## src/rtl/ftx_pkg.sv

```systemverilog
package ftx_pkg;

    typedef enum logic [1:0] {
        ST_IDLE  = 2'd0,
        ST_BREAK = 2'd1,
        ST_MAB   = 2'd2,
        ST_CHAR  = 2'd3
    } ftx_state_e;

    localparam int CHAR_BITS = 11;

    function automatic int us_cycles(input int clk_hz, input int us);
        return (clk_hz / 1_000_000) * us;
    endfunction

endpackage

```

## src/rtl/ftx_period_timer.sv

```systemverilog
module ftx_period_timer #(
    parameter int TW   = 17,
    parameter int INIT = 0
) (
    input  logic          clk,
    input  logic          rst_n,
    input  logic          load,
    input  logic [TW-1:0] load_val,
    output logic          zero
);
    logic [TW-1:0] cnt_d, cnt_q;

    always_comb begin
        cnt_d = cnt_q;
        if (load)
            cnt_d = load_val;
        else if (cnt_q != '0)
            cnt_d = cnt_q - 1'b1;
    end

    always_ff @(posedge clk) begin
        if (!rst_n)
            cnt_q <= TW'(INIT);
        else
            cnt_q <= cnt_d;
    end

    assign zero = (cnt_q == '0);

endmodule

```

## src/rtl/ftx_char_ser.sv

```systemverilog
module ftx_char_ser (
    input  logic       clk,
    input  logic       rst_n,
    input  logic       load,
    input  logic [7:0] data,
    input  logic       shift,
    output logic       bit_o,
    output logic       last_o
);
    import ftx_pkg::*;

    localparam int PW = $clog2(CHAR_BITS);

    typedef struct packed {
        logic [CHAR_BITS-1:0] sh;
        logic [PW-1:0]        pos;
    } ser_t;

    ser_t s_d, s_q;

    always_comb begin
        s_d = s_q;
        if (load) begin
            s_d.sh  = {2'b11, data, 1'b0};
            s_d.pos = '0;
        end else if (shift) begin
            s_d.sh  = {1'b1, s_q.sh[CHAR_BITS-1:1]};
            s_d.pos = s_q.pos + 1'b1;
        end
    end

    always_ff @(posedge clk) begin
        if (!rst_n) begin
            s_q.sh  <= '1;
            s_q.pos <= '0;
        end else begin
            s_q <= s_d;
        end
    end

    assign bit_o  = s_q.sh[0];
    assign last_o = (s_q.pos == PW'(CHAR_BITS - 1));

    // a freshly loaded character begins with a low start bit
    a_r5_start_low: assert property (@(posedge clk) disable iff (!rst_n)
        load |=> !bit_o);

    // the final bit slot of a character is a high stop bit
    a_r5_stop_high: assert property (@(posedge clk) disable iff (!rst_n)
        last_o |-> bit_o);

endmodule

```

## src/rtl/ftx_seq.sv

```systemverilog
module ftx_seq #(
    parameter int CNT_W    = 12,
    parameter int TW       = 17,
    parameter int BRK_CYC  = 18400,
    parameter int MAB_CYC  = 2400,
    parameter int SLOW_CYC = 800,
    parameter int FAST_CYC = 200,
    parameter int POLL_CYC = 80000
) (
    input  logic             clk,
    input  logic             rst_n,
    input  logic             mode_fast,
    input  logic [CNT_W-1:0] chan_count,
    input  logic             ready_in,
    input  logic [7:0]       rd_data,
    input  logic             tmr_zero,
    input  logic             ser_bit,
    input  logic             ser_last,
    output logic             tmr_load,
    output logic [TW-1:0]    tmr_val,
    output logic             ser_load,
    output logic [7:0]       ser_data,
    output logic             ser_shift,
    output logic [CNT_W-1:0] rd_addr,
    output logic             ready_clr,
    output logic             busy,
    output logic             tx_out
);
    import ftx_pkg::*;

    localparam logic [TW-1:0] BRK_LD  = TW'(BRK_CYC - 1);
    localparam logic [TW-1:0] MAB_LD  = TW'(MAB_CYC - 1);
    localparam logic [TW-1:0] SLOW_LD = TW'(SLOW_CYC - 1);
    localparam logic [TW-1:0] FAST_LD = TW'(FAST_CYC - 1);
    localparam logic [TW-1:0] POLL_LD = TW'(POLL_CYC - 1);

    typedef struct packed {
        ftx_state_e       st;
        logic             fast;
        logic [CNT_W-1:0] cnt;
        logic [CNT_W-1:0] idx;
        logic             clr;
    } seq_t;

    seq_t r_d, r_q;
    logic [TW-1:0] bit_ld;

    assign bit_ld = r_q.fast ? FAST_LD : SLOW_LD;

    always_comb begin
        r_d       = r_q;
        r_d.clr   = 1'b0;
        tmr_load  = 1'b0;
        tmr_val   = '0;
        ser_load  = 1'b0;
        ser_data  = '0;
        ser_shift = 1'b0;
        unique case (r_q.st)
            ST_IDLE: begin
                if (tmr_zero) begin
                    tmr_load = 1'b1;
                    if (ready_in) begin
                        r_d.st   = ST_BREAK;
                        r_d.fast = mode_fast;
                        r_d.cnt  = chan_count;
                        r_d.idx  = '0;
                        r_d.clr  = 1'b1;
                        tmr_val  = BRK_LD;
                    end else begin
                        tmr_val  = POLL_LD;
                    end
                end
            end
            ST_BREAK: begin
                if (tmr_zero) begin
                    r_d.st   = ST_MAB;
                    tmr_load = 1'b1;
                    tmr_val  = MAB_LD;
                end
            end
            ST_MAB: begin
                if (tmr_zero) begin
                    r_d.st   = ST_CHAR;
                    ser_load = 1'b1;
                    ser_data = 8'h00;
                    tmr_load = 1'b1;
                    tmr_val  = bit_ld;
                end
            end
            ST_CHAR: begin
                if (tmr_zero) begin
                    tmr_load = 1'b1;
                    if (ser_last) begin
                        if (r_q.idx == r_q.cnt) begin
                            r_d.st  = ST_IDLE;
                            tmr_val = POLL_LD;
                        end else begin
                            ser_load = 1'b1;
                            ser_data = rd_data;
                            r_d.idx  = r_q.idx + 1'b1;
                            tmr_val  = bit_ld;
                        end
                    end else begin
                        ser_shift = 1'b1;
                        tmr_val   = bit_ld;
                    end
                end
            end
            default: r_d.st = ST_IDLE;
        endcase
    end

    always_ff @(posedge clk) begin
        if (!rst_n) begin
            r_q.st   <= ST_IDLE;
            r_q.fast <= 1'b0;
            r_q.cnt  <= '0;
            r_q.idx  <= '0;
            r_q.clr  <= 1'b0;
        end else begin
            r_q <= r_d;
        end
    end

    always_comb begin
        unique case (r_q.st)
            ST_BREAK: tx_out = 1'b0;
            ST_CHAR:  tx_out = ser_bit;
            default:  tx_out = 1'b1;
        endcase
    end

    assign busy      = (r_q.st != ST_IDLE);
    assign ready_clr = r_q.clr;
    assign rd_addr   = r_q.idx;

    // line rests high whenever no frame is in progress
    a_r1_idle_high: assert property (@(posedge clk) disable iff (!rst_n)
        !busy |-> tx_out);

    // a request is taken only when the poll interval has run out
    a_r2_poll_only: assert property (@(posedge clk) disable iff (!rst_n)
        $rose(busy) |-> $past(tmr_zero) && $past(ready_in));

    // the clear strobe accompanies the start of a frame and lasts one cycle
    a_r3_clr_with_busy: assert property (@(posedge clk) disable iff (!rst_n)
        $rose(busy) |-> ready_clr);
    a_r3_clr_pulse: assert property (@(posedge clk) disable iff (!rst_n)
        ready_clr |=> !ready_clr);

    // the frame opens with the line low
    a_r4_break_low: assert property (@(posedge clk) disable iff (!rst_n)
        $rose(busy) |-> !tx_out);

    // the buffer address never passes the captured count
    a_r7_idx_bound: assert property (@(posedge clk) disable iff (!rst_n)
        busy |-> (rd_addr <= r_q.cnt));

    // captured mode and count hold for the whole frame
    a_r10_cfg_hold: assert property (@(posedge clk) disable iff (!rst_n)
        busy && $past(busy) |-> $stable(r_q.fast) && $stable(r_q.cnt));

endmodule

```

## src/rtl/ftx_frame_tx.sv

```systemverilog
module ftx_frame_tx #(
    parameter int CLK_HZ = 200_000_000,
    parameter int CNT_W  = 12
) (
    input  logic             clk,
    input  logic             rst_n,
    input  logic             mode_fast,
    input  logic [CNT_W-1:0] chan_count,
    input  logic             ready_in,
    output logic             ready_clr,
    output logic [CNT_W-1:0] rd_addr,
    input  logic [7:0]       rd_data,
    output logic             busy,
    output logic             tx_out
);
    import ftx_pkg::*;

    localparam int BRK_CYC  = us_cycles(CLK_HZ, 92);
    localparam int MAB_CYC  = us_cycles(CLK_HZ, 12);
    localparam int SLOW_CYC = us_cycles(CLK_HZ, 4);
    localparam int FAST_CYC = us_cycles(CLK_HZ, 1);
    localparam int POLL_CYC = us_cycles(CLK_HZ, 400);
    localparam int TW       = $clog2(POLL_CYC + 1);

    logic          tmr_load, tmr_zero;
    logic [TW-1:0] tmr_val;
    logic          ser_load, ser_shift, ser_bit, ser_last;
    logic [7:0]    ser_data;

    ftx_period_timer #(
        .TW   (TW),
        .INIT (POLL_CYC - 1)
    ) u_tmr (
        .clk      (clk),
        .rst_n    (rst_n),
        .load     (tmr_load),
        .load_val (tmr_val),
        .zero     (tmr_zero)
    );

    ftx_char_ser u_ser (
        .clk    (clk),
        .rst_n  (rst_n),
        .load   (ser_load),
        .data   (ser_data),
        .shift  (ser_shift),
        .bit_o  (ser_bit),
        .last_o (ser_last)
    );

    ftx_seq #(
        .CNT_W    (CNT_W),
        .TW       (TW),
        .BRK_CYC  (BRK_CYC),
        .MAB_CYC  (MAB_CYC),
        .SLOW_CYC (SLOW_CYC),
        .FAST_CYC (FAST_CYC),
        .POLL_CYC (POLL_CYC)
    ) u_seq (
        .clk        (clk),
        .rst_n      (rst_n),
        .mode_fast  (mode_fast),
        .chan_count (chan_count),
        .ready_in   (ready_in),
        .rd_data    (rd_data),
        .tmr_zero   (tmr_zero),
        .ser_bit    (ser_bit),
        .ser_last   (ser_last),
        .tmr_load   (tmr_load),
        .tmr_val    (tmr_val),
        .ser_load   (ser_load),
        .ser_data   (ser_data),
        .ser_shift  (ser_shift),
        .rd_addr    (rd_addr),
        .ready_clr  (ready_clr),
        .busy       (busy),
        .tx_out     (tx_out)
    );

endmodule

```

## config.mk

```make
export PLATFORM = sky130hd
export DESIGN_NAME = ftx_frame_tx
export DESIGN_NICKNAME = d
export VERILOG_FILES = /design/src/rtl/ftx_pkg.sv /design/src/rtl/ftx_period_timer.sv /design/src/rtl/ftx_char_ser.sv /design/src/rtl/ftx_seq.sv /design/src/rtl/ftx_frame_tx.sv
export SDC_FILE = /design/constraint.sdc
export NUM_CORES = 1
export LEC_CHECK = 0
export ABC_AREA = 0
export BUFFER_PORTS_ARGS = -buffer_cell sky130_fd_sc_hd__buf_2
export CAP_MARGIN = 20
export CORE_MARGIN = 3
export CORE_UTILIZATION = 44
export CTS_CLUSTER_DIAMETER = 150
export DETAILED_ROUTE_END_ITERATION = 16
export PLACE_DENSITY = 0.69
export SLEW_MARGIN = 20
export SYNTH_ARGS = -nofsm -noshare
export SYNTH_HDL_FRONTEND = slang
export SYNTH_SLANG_ARGS = --single-unit
```

## constraint.sdc

```tcl
create_clock -name clk -period 4 [get_ports clk]
set_input_delay 0.2 -clock clk [delete_from_list [all_inputs] [get_ports clk]]
set_output_delay 0.2 -clock clk [all_outputs]
set_load 0.02 [all_outputs]
```

* Yosys cells after proc, flatten, opt, wreduce, memory -nomap -nowiden
Cells that the tools add are included.
Operators by class: add/subtract/negate cells 3, multiply operators 0, div/mod/pow operators 0, $lt $le $gt $ge 0, eq/ne operators 13, shift operators 0, mux-type cells 39, bitwise operators 1, reductions and logical operators 13
Operator list (count):
- 17-bit 2-to-1 mux | 8
- 17-bit case mux with 4 select lines | 1
- 28-bit 2-to-1 mux | 2
- 12-bit 2-to-1 mux | 4
- 8-bit 2-to-1 mux | 4
- 13-bit 2-to-1 mux | 2
- 12-bit case mux with 2 select lines | 1
- 17-bit logical NOT | 1
- 17-bit nonzero test | 1
- 17-bit by 1-bit subtractor with 17-bit output (second input constant) | 1
- 2-bit != test (second input constant) | 7
- 12-bit by 1-bit adder with 12-bit output (second input constant) | 1
- 12-bit equality test | 1
- 10-bit 2-to-1 mux | 1
- 2-bit 2-to-1 mux | 5
- 1-bit 2-to-1 mux | 8
- 2-bit case mux with 4 select lines | 1
- 2-bit nonzero test | 4
- 7-bit AND reduction | 1
- 3-bit AND reduction | 2
- 6-bit AND reduction | 1
- 4-bit by 1-bit adder with 4-bit output (second input constant) | 1
- 2-bit equality test (second input constant) | 2
- 4-bit equality test (second input constant) | 1
- 7 further kinds | 8
Word-level totals: register bits 58, latch bits 0, memory bits (writable) 0, ROM bits 0, output and inout bits 15, logic and storage cells 77, memories 0

* Longest topological paths before layout
Gate-level depths: netlist of run 1.
depth after elaboration 6, mapped depth 9, mapped depth without buffers 7

* Hierarchy
Synthesis of run 1 repeated with hierarchy kept, for this count alone.
Unflattened totals: cell total of the unflattened synthesis 408, area, all modules 3439.5 um^2
Modules (own cells, without submodules):
- ftx_seq | times used 1, cells an instance 243, area an instance 1909.3 um^2
- ftx_period_timer | times used 1, cells an instance 103, area an instance 899.6 um^2
- ftx_char_ser | times used 1, cells an instance 62, area an instance 630.6 um^2

* Least setup slack after synthesis of run 1
OpenSTA, ideal clock, no wires.
path type register -> register, from register u_tmr.cnt_q[13], to register u_seq.r_q (netlist bit u_seq.rd_addr[7]), library setup time 121 ps, arrival time 2224 ps, path slack 1655 ps, stages on the path, launching flop included 8, buffers on the path 2, clock period less this slack 2345 ps, path through dfxtp_1 > or4_4 > or4_4 > buf_6 > o41ai_4 > buf_6 > nor2_2 > mux2_2
Between the ends: longest elaborated chain between the ends 3, elaborated cells between the ends (all ways) 4, classes of those cells eq/ne (2); reduce/logical (2)
Ends and longest elaborated chain:
- start: declaration | line ftx_period_timer.sv:11 | logic [TW-1:0] cnt_d, cnt_q;
- start signal: assignment | line ftx_period_timer.sv:23 | cnt_q <= TW'(INIT);
- start signal: assignment | line ftx_period_timer.sv:25 | cnt_q <= cnt_d;
- 17-bit logical NOT * | line ftx_period_timer.sv:28 | assign zero = (cnt_q == '0);
- 2-bit != test (no line)
- 6-bit AND reduction (no line) *
- end signal: assignment | line ftx_seq.sv:121 | r_q <= r_d;
- end: declaration | line ftx_seq.sv:45 | seq_t r_d, r_q;
Every way passes the cells marked *; elsewhere a longest branch is shown, timed or not. A chain may end at the register's enable or synchronous reset.

* Worst setup path after layout of run 1
from register u_tmr.cnt_q[6], to register u_ser.s_q[12] in the netlist's numbering
Between the ends: longest elaborated chain between the ends 4, elaborated cells between the ends (all ways) 10, classes of those cells mux (8); reduce/logical (2)
Ends and longest elaborated chain:
- 17-bit logical NOT * | line ftx_period_timer.sv:28
- 1-bit 2-to-1 mux, or another cell as far along | line ftx_seq.sv:91 | if (tmr_zero) begin
- 1-bit case mux with 2 select lines, or another cell as far along | line ftx_seq.sv:58 | unique case (r_q.st)
- 13-bit 2-to-1 mux / 2-bit nonzero test (equally long branches)
- end: declaration | line ftx_char_ser.sv:19 | ser_t s_d, s_q;
Marks and branches as above.

==> summary.txt, run 1 <==
Outcome
  • Status: finished clean

Timing
  • RSZ-0062 raised after global routing: false
  • Sum Neg Setup Slack: 0 ns
  • Hold Violations, Final: 0
  • Tmin final: 2.80 ns
  • Tcrit/Tclk final: 0.700
  • Clock skew: 0.00957 ns
  • Hold slack: 0.101 ns
  • Slew Viols, Final: 0
  • Relative slew slack: 0.419
  • Worst Max-Slew Pin Slew: 0.867 ns
  • Endpoints failing setup: 0
  • Fmax: 0.357 GHz

Global routing
  • Initial antenna violation count: 0
  • Largest net degree at the start of global routing: 48
  • First-pass GRT wire length: 13500 µm
  • GRT Residual Overflow: 0
  • All-Layer GR Usage: 0.199
  • Vias in the first global route: 2752

Critical path
  • Critical Path RT: 4.23 ns
  • WP data arrival: 3.03 ns
  • CP Cell Sequence: nor4_2, nand4b_1, nor2_2, o21ai_0, a221o_1
  • Slowest stage delay, CP: 0.78 ns
  • CP startpoint kind: flip-flop
  • Worst path top cell family by delay: simple AND/OR/NAND/NOR gates
  • CP max FO: 19
  • Worst path bufs/invs: 0
  • Crit path depth: 5
  • WS Path Type: flip-flop to flip-flop
  • Worst reg2reg path depth: 5
  • Kind of end point of the critical path: flip-flop
  • Crit-path slowest cell: nor2_2

Layout
  • Layout fillers: 699
  • Footprint of the multi-input gates: 0.00192 mm²
  • Nets@finish: 449
  • Fin util: 0.517
  • Layout cells sized above 1: 0.167
  • Area delta synth->final: 9.77%
  • Storage cell area: 0.00116 mm²
  • Final instance area: 0.00363 mm²
  • Antenna cells: 0

Clock tree
  • # clock sinks: 58
  • Post-CTS sizing: 0
  • CTS tree: built
  • Clock-pin slew on the worst setup and hold paths: 0.07 ns
  • Clk_lat worst skew: 0.34 ns
  • Clk root buf: clkbuf_8
  • CTS Buffer Depth: 2
  • Hold buffers post-CTS: 0
  • Num CTS Buffers: 9
  • H-tree Lvls: 3
  • Postcts setup bufs: 0

Yosys
  • Syn. warnings: 0
  • Post-synth top flop: dfxtp_1
  • Leading post-synthesis cells by cell area: dfxtp_1 35%, nand2_1 6.0%, xnor2_1 5.3%
  • Post-synthesis async set-or-reset flop share: 0
  • Top cell type's share of synthesized area: 0.351
  • FF+latch count, synth: 58
  • Leading area contributor after synthesis: dfxtp_1
  • Syn nets: 428
  • Post-synth EDFFs: 0
  • Sequential element share of the synthesized area: 0.351
  • Post-Syn Area: 0.00330 mm²
  • Netlist cell types: 60
  • Synth Area per Inst: 8.37 µm²
  • Synthesized instance count: 395

Detailed routing
  • Residual DRC: 0
  • Vias/cell: 5.75
  • First-pass DRT Iterations: 4
  • Starting DRT DRC Count: 242
  • Routed Antenna Nets: 0
  • WL final: 8170 µm
  • DR vias: 2967
  • DR WL/cell: 15.8 µm

Floorplanning
  • Die W: 92.7 µm
  • Die Span Y: 92.7 µm
  • Die area: 0.00859 mm²
  • Row Count: 30
  • Ports: 39
  • CORE AREA: 0.00702 mm²
  • Initial Util: 0.471

Hold path
  • Worst min-delay path class: primary input to flip-flop
  • Hold Path Depth: 2

Power and ir drop
  • Clock power share: 0.436
  • Combinational share of power: 0.034
  • Sw Ratio: 0.229
  • Pwr dens: 303 mW/mm²
  • Max VDD drop: 0.000190 V
  • Int Power: 0.848 mW
  • Flop pwr share: 0.529
  • Sw power: 0.252 mW
  • Leak: 1.26 nW

Flow run
  • Max Cap Viol: 0

Placed design
  • Placed Instance Area: 0.00346 mm²
  • Buffers added on ports: 38
  • DP HPWL: 5950 µm
  • GP Congestion: 0.944
==> power by group through the flow <==
stage / clock network (mW) / logic (mW) / registers (mW)
floorplan: 0 / 0.0218 / 0.595
global placement: 0 / 0.0369 / 0.595
detailed placement: 0 / 0.0375 / 0.595
CTS: 0.494 / 0.0379 / 0.582
global route: 0.517 / 0.0418 / 0.582
finish: 0.480 / 0.0379 / 0.582
==> placed cells by master (no fill, tap or decap), drive strengths merged, types with 3 or more instances in the layout <==
cell type and count:
nor3 9, and4 3, xnor2 20, and3 4
nand2 53, nor4 9, clkbuf 12, dfxtp 58
buf 40, a21oi 17, nand3b 3, or4 9
a21boi 14, o21ai 21, ha 9, nand4b 3
nand3 20, a31oi 3, or3 8, inv 13
o31ai 8, o41ai 4, nor2 17, clkinv 3
nand4 22, o211ai 4, xor2 6, mux2i 3
==> state kept, by name, indices dropped and copies added, names as in the netlist <==
name,count
u_seq.rd_addr,12
u_ser.s_q,12
u_seq.r_q,15
u_ser.bit_o,1
u_tmr.cnt_q,17
u_seq.ready_clr,1
==> logic make-up after synthesis <==
logic type	synth area share
AO/OA/AOI/OAI	0.179
XOR/XNOR	0.0689
adder cells (fa/ha/maj)	0.0341
buffers and inverters	0.0689
flip-flops	0.351
multiplexers	0.0159
AND/OR/NAND/NOR	0.282
==> per-layer routing <==
metal	GRT usage	part of all wire	wire [µm]	up-vias
met5	0	0	0	-
met1	0.281	0.49	3970	1378
li1	-	-	-	1491
met2	0.295	0.44	3570	87
met3	0.0496	0.062	506	11
met4	0.0659	0.015	123	0
==> cell type report <==
class,count,area share
clock buffers,12,0.0428
clock inverters,3,0.00414
inverters,13,0.0135
multi-input cells,294,0.530
flip-flops and latches,58,0.320
well taps,96,0.0331
repair buffers,40,0.0566
==> final timing paths <==
check	slack (ns)	to	start
max	1.20	u_ser.s_q[12]	u_tmr.cnt_q[6]
min	0.10	u_ser.s_q[12]	rd_data[7]
max reg2reg	1.20	u_ser.s_q[12]	u_tmr.cnt_q[6]
min reg2reg	0.43	u_tmr.cnt_q[0]	u_tmr.cnt_q[0]
==> synthesized netlist by cell type (3+ instances only) <==
cell / instances
a21boi_0: 14
a21oi_1: 17
a31oi_1: 3
and3_1: 4
and4_1: 3
buf_4: 13
clkbuf_1: 12
dfxtp_1: 58
ha_1: 9
inv_1: 12
mux2i_1: 3
nand2_1: 53
nand3_1: 20
nand3b_1: 3
nand4_1: 22
nand4b_1: 3
nor2_1: 15
nor3_1: 8
nor4_1: 6
o211ai_1: 4
o21ai_0: 20
o31ai_1: 8
o41ai_1: 3
or3_1: 8
or4_1: 7
xnor2_1: 20
xor2_1: 6
==> per-stage QoR <==
stage               instances  power (mW)  worst slack, ns
global route              516        1.14             1.02
detailed placement        501       0.633             1.30
finish                    516        1.10             1.20
CTS                       516        1.11             1.29
floorplan                 395       0.617             1.66
global placement          501       0.632             1.36
==> worst reg2reg max path: stages, from the launching register on <==
cell and delay, ns:
dfxtp_1 0.35, nor4_2 0.45, nand4b_1 0.58, nor2_2 0.78
o21ai_0 0.20, a221o_1 0.32
(Power assumes the default switching activity.)
==> run 2: changes to the inputs <==
--- a/config.mk
+++ b/config.mk
@@ -12,7 +12,7 @@
 export CORE_UTILIZATION = 44
 export CTS_CLUSTER_DIAMETER = 150
 export DETAILED_ROUTE_END_ITERATION = 16
-export PLACE_DENSITY = 0.69
+export PLACE_DENSITY = 0.71
 export SLEW_MARGIN = 20
 export SYNTH_ARGS = -nofsm -noshare
 export SYNTH_HDL_FRONTEND = slang
==> constraint.sdc (replaced) <==
create_clock -name clk -period 2.5 [get_ports clk]
set_input_delay 0.125 -clock clk [delete_from_list [all_inputs] [get_ports clk]]
set_output_delay 0.125 -clock clk [all_outputs]
set_load 0.02 [all_outputs]
==> run 2 against run 1 <==
Effect of this change: critical path depth is the same; sequential share of layout area fell by 1.3 points; combinational power increased by 77%; hold slack got worse by 0.083 ns; critical endpoint is now u_seq.rd_addr[7]; register-to-register slack lost 1.1 ns; final area grew 4.1%; clock power is 74% higher; fmax is 18% higher; sequential power increased by 60%; cell count is 3.3% higher.
==> summary.txt, run 2 (synthesized netlist as in run 1, its figures left out) <==
Critical path
  • Kind of end point of the critical path: flip-flop (unchanged)
  • WS Path Type: flip-flop to flip-flop (unchanged)
  • CP startpoint kind: flip-flop (unchanged)
  • Critical Path RT: 2.73 ns (was 4.23 ns)
  • CP max FO: 10 (was 19)
  • WP data arrival: 2.61 ns (was 3.03 ns)

Power and ir drop
  • Flop pwr share: 0.508 (was 0.529)
  • Pwr dens: 486 mW/mm² (was 303 mW/mm²)
  • Sw power: 0.419 mW (was 0.252 mW)
  • Max VDD drop: 0.000286 V (was 0.000190 V)
  • Post-layout power: 1.83 mW (was 1.10 mW)
  • Sw Ratio: 0.228 (was 0.229)
  • Int Power: 1.41 mW (was 0.848 mW)
  • Combinational share of power: 0.037 (was 0.034)
  • Leak: 1.33 nW (was 1.26 nW)
  • Clock power share: 0.455 (was 0.436)

Clock tree
  • CTS tree: built (unchanged)
  • Clk root buf: clkbuf_8 (unchanged)
  • H-tree Lvls: 3 (unchanged)
  • # clock sinks: 58 (unchanged)
  • CTS Buffer Depth: 2 (unchanged)
  • Clock-pin slew on the worst setup and hold paths: 0.06 ns (was 0.07 ns)
  • Num CTS Buffers: 9 (unchanged)
  • Clk_lat worst skew: 0.35 ns (was 0.34 ns)

Layout
  • Nets@finish: 465 (was 449)
  • Most frequent cells in the layout: 58 x dfxtp_1, 52 x nand2_1, 38 x buf_2 (was 58 x dfxtp_1, 53 x nand2_1, 38 x buf_2)
  • Antenna cells: 0 (unchanged)
  • Most common cell after layout, fill and taps aside: dfxtp_1 (unchanged)
  • Layout fillers: 696 (was 699)
  • Footprint of the multi-input gates: 0.00193 mm² (was 0.00192 mm²)
  • Storage cell area: 0.00116 mm² (unchanged)
  • Largest Register: u_tmr.cnt_q (unchanged)
  • Largest register FFs: 17 (unchanged)
  • Layout cells sized above 1: 0.204 (was 0.167)
  • Final instance area: 0.00377 mm² (was 0.00363 mm²)
  • Final instance count without filler cells: 533 (was 516)
  • Fin util: 0.538 (was 0.517)
  • Top flop regs: u_tmr.cnt_q x17, u_seq.r_q x15 (unchanged)
  • Area delta synth->final: 14.2% (was 9.77%)

Detailed routing
  • Residual DRC: 0 (unchanged)
  • Vias/cell: 5.74 (was 5.75)
  • WL final: 8170 µm (about the same)
  • Routed Antenna Nets: 0 (unchanged)
  • DR WL/cell: 15.3 µm (was 15.8 µm)
  • DR vias: 3057 (was 2967)
  • First-pass DRT Iterations: 5 (was 4)
  • Starting DRT DRC Count: 191 (was 242)

Flow run
  • Max Cap Viol: 0 (unchanged)

Timing
  • Hold Violations, Final: 0 (unchanged)
  • Slew Viols, Final: 0 (unchanged)
  • Worst Max-Slew Pin Slew: 0.483 ns (was 0.867 ns)
  • Tmin final: 2.38 ns (was 2.80 ns)
  • Endpoints failing setup: 0 (unchanged)
  • Relative slew slack: 0.675 (was 0.419)
  • Tcrit/Tclk final: 0.953 (was 0.700)
  • Hold slack: 0.0174 ns (was 0.101 ns)
  • Clock skew: 0.0132 ns (was 0.00957 ns)
  • Fmax: 0.420 GHz (was 0.357 GHz)
  • RSZ-0062 raised after global routing: false (unchanged)
  • Setup ws final: 0.118 ns (was 1.20 ns)
  • Sum Neg Setup Slack: 0 ns (unchanged)

Placed design
  • Placed Instance Area: 0.00358 mm² (was 0.00346 mm²)
  • GP Congestion: 0.832 (was 0.944)
  • DP HPWL: 6080 µm (was 5950 µm)
  • Placed Cells: 517 (was 501)
  • Buffers added on ports: 38 (unchanged)
  • Place WS: 0.111 ns (was 1.30 ns)

Hold path
  • Worst min-delay path class: primary input to flip-flop (unchanged)

Floorplanning
  • Ports: 39 (unchanged)
  • Row Count: 30 (unchanged)
  • Initial Util: 0.471 (unchanged)
  • CORE AREA: 0.00702 mm² (unchanged)
  • Die W: 92.7 µm (unchanged)
  • Die area: 0.00859 mm² (unchanged)
  • Die Span Y: 92.7 µm (unchanged)

Global routing
  • Vias in the first global route: 2811 (was 2752)
  • Largest net degree at the start of global routing: 20 (was 48)
  • GRT Residual Overflow: 0 (unchanged)
  • All-Layer GR Usage: 0.193 (was 0.199)
  • First-pass GRT wire length: 13300 µm (was 13500 µm)
  • Initial antenna violation count: 0 (unchanged)

Outcome
  • Status: finished clean (unchanged)
==> run 2: layout make-up <==
type | instances | share of cell area
clock buffer | 11 | 0.0348
clock inverter | 5 | 0.0146
inverter | 13 | 0.0129
multi-input combinational | 294 | 0.512
sequential | 58 | 0.308
tap | 96 | 0.0318
timing repair buffer | 56 | 0.0862
==> run 2: worst max-delay path, stage by stage, from the launching register on <==
cell,delay [ns]
dfxtp_1,0.32
or4_4,0.58
or4_4,0.54
o41ai_4,0.51
nor2_1,0.07
mux2_2,0.27
==> run 2: worst paths after layout <==
check	cells past startpoint	endpoint	start	slack (ns)
hold / removal	2	u_ser.s_q[12]	rd_data[7]	0.02
hold reg to reg	1	u_tmr.cnt_q[0]	u_tmr.cnt_q[0]	0.43
setup / recovery	5	u_seq.rd_addr[7]	u_tmr.cnt_q[13]	0.12
setup reg to reg	5	u_seq.rd_addr[7]	u_tmr.cnt_q[13]	0.12
==> run 2: per-layer routing <==
| layer | wire, µm | track usage | vias to the layer above |
|---|---|---|---|
| li1 | - | - | 1529 |
| met1 | 3990 | 0.273 | 1419 |
| met2 | 3500 | 0.284 | 96 |
| met3 | 546 | 0.0479 | 13 |
| met4 | 134 | 0.0720 | 0 |
| met5 | 0 | 0 | - |
==> run 2: power groups by stage <==
stage	clock network, mW	registers, mW	logic (mW)
after floorplan	0	0.952	0.0349
after global placement	0	0.952	0.0649
after detailed placement	0	0.953	0.0668
after CTS	0.855	0.932	0.0669
after global routing	0.888	0.932	0.0748
final	0.835	0.932	0.0670
==> run 2: repair_timing <==
| item | in CTS | in global routing |
|---|---|---|
| setup endpoints to repair | 0 | 4 |
| gates resized for setup | 0 | 3 |
| hold buffers | 0 | 0 |
| buffers inserted | 0 | 0 |
==> run 3: changes to the inputs <==
--- a/config.mk
+++ b/config.mk
@@ -13,7 +13,9 @@
 export CTS_CLUSTER_DIAMETER = 150
 export DETAILED_ROUTE_END_ITERATION = 16
 export PLACE_DENSITY = 0.71
+export RECOVER_POWER = 25
 export SLEW_MARGIN = 20
 export SYNTH_ARGS = -nofsm -noshare
 export SYNTH_HDL_FRONTEND = slang
 export SYNTH_SLANG_ARGS = --single-unit
+export TNS_END_PERCENT = 30
==> run 3 against run 2 <==
Effect of this change: core utilization shrank 0.25 points; register-to-register slack is essentially flat; fmax is essentially flat; critical path type unchanged; largest power group unchanged; highest routed layer unchanged.
==> summary.txt, run 3 (synthesized netlist as in run 1, its figures left out) <==
Floorplanning
  • Die area: 0.00859 mm² (unchanged)
  • Die Span Y: 92.7 µm (unchanged)
  • Initial Util: 0.471 (unchanged)
  • CORE AREA: 0.00702 mm² (unchanged)
  • Die W: 92.7 µm (unchanged)
  • Row Count: 30 (unchanged)
  • Ports: 39 (unchanged)

Clock tree
  • Clk root buf: clkbuf_8 (unchanged)
  • Clock-pin slew on the worst setup and hold paths: 0.06 ns (about the same)
  • Num CTS Buffers: 9 (unchanged)
  • CTS tree: built (unchanged)
  • H-tree Lvls: 3 (unchanged)
  • # clock sinks: 58 (unchanged)
  • CTS Buffer Depth: 2 (unchanged)
  • Clk_lat worst skew: 0.35 ns (about the same)
  • Postcts setup bufs: 0 (unchanged)

Layout
  • Final instance count without filler cells: 533 (unchanged)
  • Largest Register: u_tmr.cnt_q (unchanged)
  • Most frequent cells in the layout: 58 x dfxtp_1, 52 x nand2_1, 24 x buf_2 (was 58 x dfxtp_1, 52 x nand2_1, 38 x buf_2)
  • Largest register FFs: 17 (unchanged)
  • Layout cells sized above 1: 0.172 (was 0.204)
  • Top flop regs: u_tmr.cnt_q x17, u_seq.r_q x15 (unchanged)
  • Area delta synth->final: 13.7% (was 14.2%)
  • Most common cell after layout, fill and taps aside: dfxtp_1 (unchanged)
  • Antenna cells: 0 (unchanged)
  • Nets@finish: 465 (unchanged)

Critical path
  • Worst path top cell family by delay: simple AND/OR/NAND/NOR gates (unchanged)
  • Crit-path slowest cell: or4_4 (unchanged)
  • WP data arrival: 2.62 ns (was 2.61 ns)
  • CP max FO: 10 (unchanged)
  • CP Cell Sequence: or4_4, or4_4, o41ai_4, nor2_1, mux2_2 (unchanged)
  • Worst path bufs/invs: 0 (unchanged)
  • Slowest stage delay, CP: 0.58 ns (about the same)
  • WS Path Type: flip-flop to flip-flop (unchanged)
  • CP startpoint kind: flip-flop (unchanged)
  • Kind of end point of the critical path: flip-flop (unchanged)
  • Top cell by count, worst path: or4_4 (unchanged)
  • Critical Path RT: 2.73 ns (about the same)

Timing
  • Relative slew slack: 0.675 (about the same)
  • Slew Viols, Final: 0 (unchanged)
  • Tmin final: 2.38 ns (about the same)
  • Sum Neg Setup Slack: 0 ns (unchanged)
  • Endpoints failing setup: 0 (unchanged)
  • Fmax: 0.420 GHz (about the same)
  • Tcrit/Tclk final: 0.953 (about the same)
  • Worst Max-Slew Pin Slew: 0.484 ns (was 0.483 ns)
  • Clock skew: 0.0121 ns (was 0.0132 ns)
  • RSZ-0062 raised after global routing: false (unchanged)
  • Hold Violations, Final: 0 (unchanged)

Detailed routing
  • DR WL/cell: 15.3 µm (about the same)
  • Vias/cell: 5.70 (was 5.74)
  • First-pass DRT Iterations: 4 (was 5)
  • Residual DRC: 0 (unchanged)
  • DR vias: 3038 (was 3057)
  • Routed Antenna Nets: 0 (unchanged)
  • WL final: 8180 µm (was 8170 µm)
  • Starting DRT DRC Count: 212 (was 191)

Global routing
  • Vias in the first global route: 2811 (unchanged)
  • All-Layer GR Usage: 0.193 (unchanged)
  • Largest net degree at the start of global routing: 20 (unchanged)
  • Initial antenna violation count: 0 (unchanged)
  • GRT Residual Overflow: 0 (unchanged)
  • First-pass GRT wire length: 13300 µm (unchanged)

Power and ir drop
  • Pwr dens: 488 mW/mm² (was 486 mW/mm²)
  • Max VDD drop: 0.000287 V (was 0.000286 V)
  • Leak: 1.27 nW (was 1.33 nW)

Placed design
  • Buffers added on ports: 38 (unchanged)
  • Placed Cells: 517 (unchanged)
  • GP Congestion: 0.832 (unchanged)
  • DP HPWL: 6080 µm (unchanged)

Outcome
  • Status: finished clean (unchanged)

Flow run
  • Max Cap Viol: 0 (unchanged)

Hold path
  • Worst min-delay path class: primary input to flip-flop (unchanged)
-- run 3: cell types whose count changed in the layout (fill, tap and decap cells not counted) --
cell	change
buf_2	-14
clkbuf_1	+14
-- run 3: per-layer routing --
metal	share of wire	track usage
met1	0.48	0.273
met2	0.43	0.284
met3	0.069	0.0479
met4	0.016	0.0720
met5	0	0
-- run 3: through the flow --
step / power (mW) / setup WS [ns] / util / cell area, µm² / hold slack (ns)
after floorplan: 0.987 / 0.155 / - / 3300 / 0.264
after global placement: 1.02 / 0.142 / 0.510 / 3580 / 0.363
after detailed placement: 1.02 / 0.111 / 0.510 / 3580 / 0.368
after CTS: 1.85 / 0.104 / 0.536 / 3760 / 0.00605
after global routing: 1.89 / 0.00477 / 0.535 / 3760 / 0.0224
final: 1.83 / 0.118 / 0.535 / 3760 / 0.0151
-- run 3: report_power, final --
part,internal (mW),total (mW),switching [mW]
Sequential,0.928,0.932,0.00412
Clock,0.457,0.835,0.378
Combinational,0.0302,0.0669,0.0367
Total,1.41,1.83,0.419
-- run 3: layout make-up --
class | count | area, µm²
Clock buffer | 11 | 131
Clock inverter | 5 | 55.1
Fill cell | 704 | 3260
Inverter | 13 | 48.8
Multi-Input combinational cell | 294 | 1930
Sequential cell | 58 | 1160
Tap cell | 96 | 120
Timing Repair Buffer | 56 | 308
-- run 3: worst paths after layout --
path                            to             from  cells after the start  slack (ns)
hold / removal       u_ser.s_q[12]       rd_data[7]                      2        0.02
setup / recovery  u_seq.rd_addr[7]  u_tmr.cnt_q[13]                      5        0.12
hold reg to reg     u_tmr.cnt_q[0]   u_tmr.cnt_q[0]                      1        0.43
setup reg to reg  u_seq.rd_addr[7]  u_tmr.cnt_q[13]                      5        0.12
-- run 3: timing repair --
action,CTS,global route
gates resized for setup,0,3
hold buffers,0,0
setup endpoints to repair,0,4
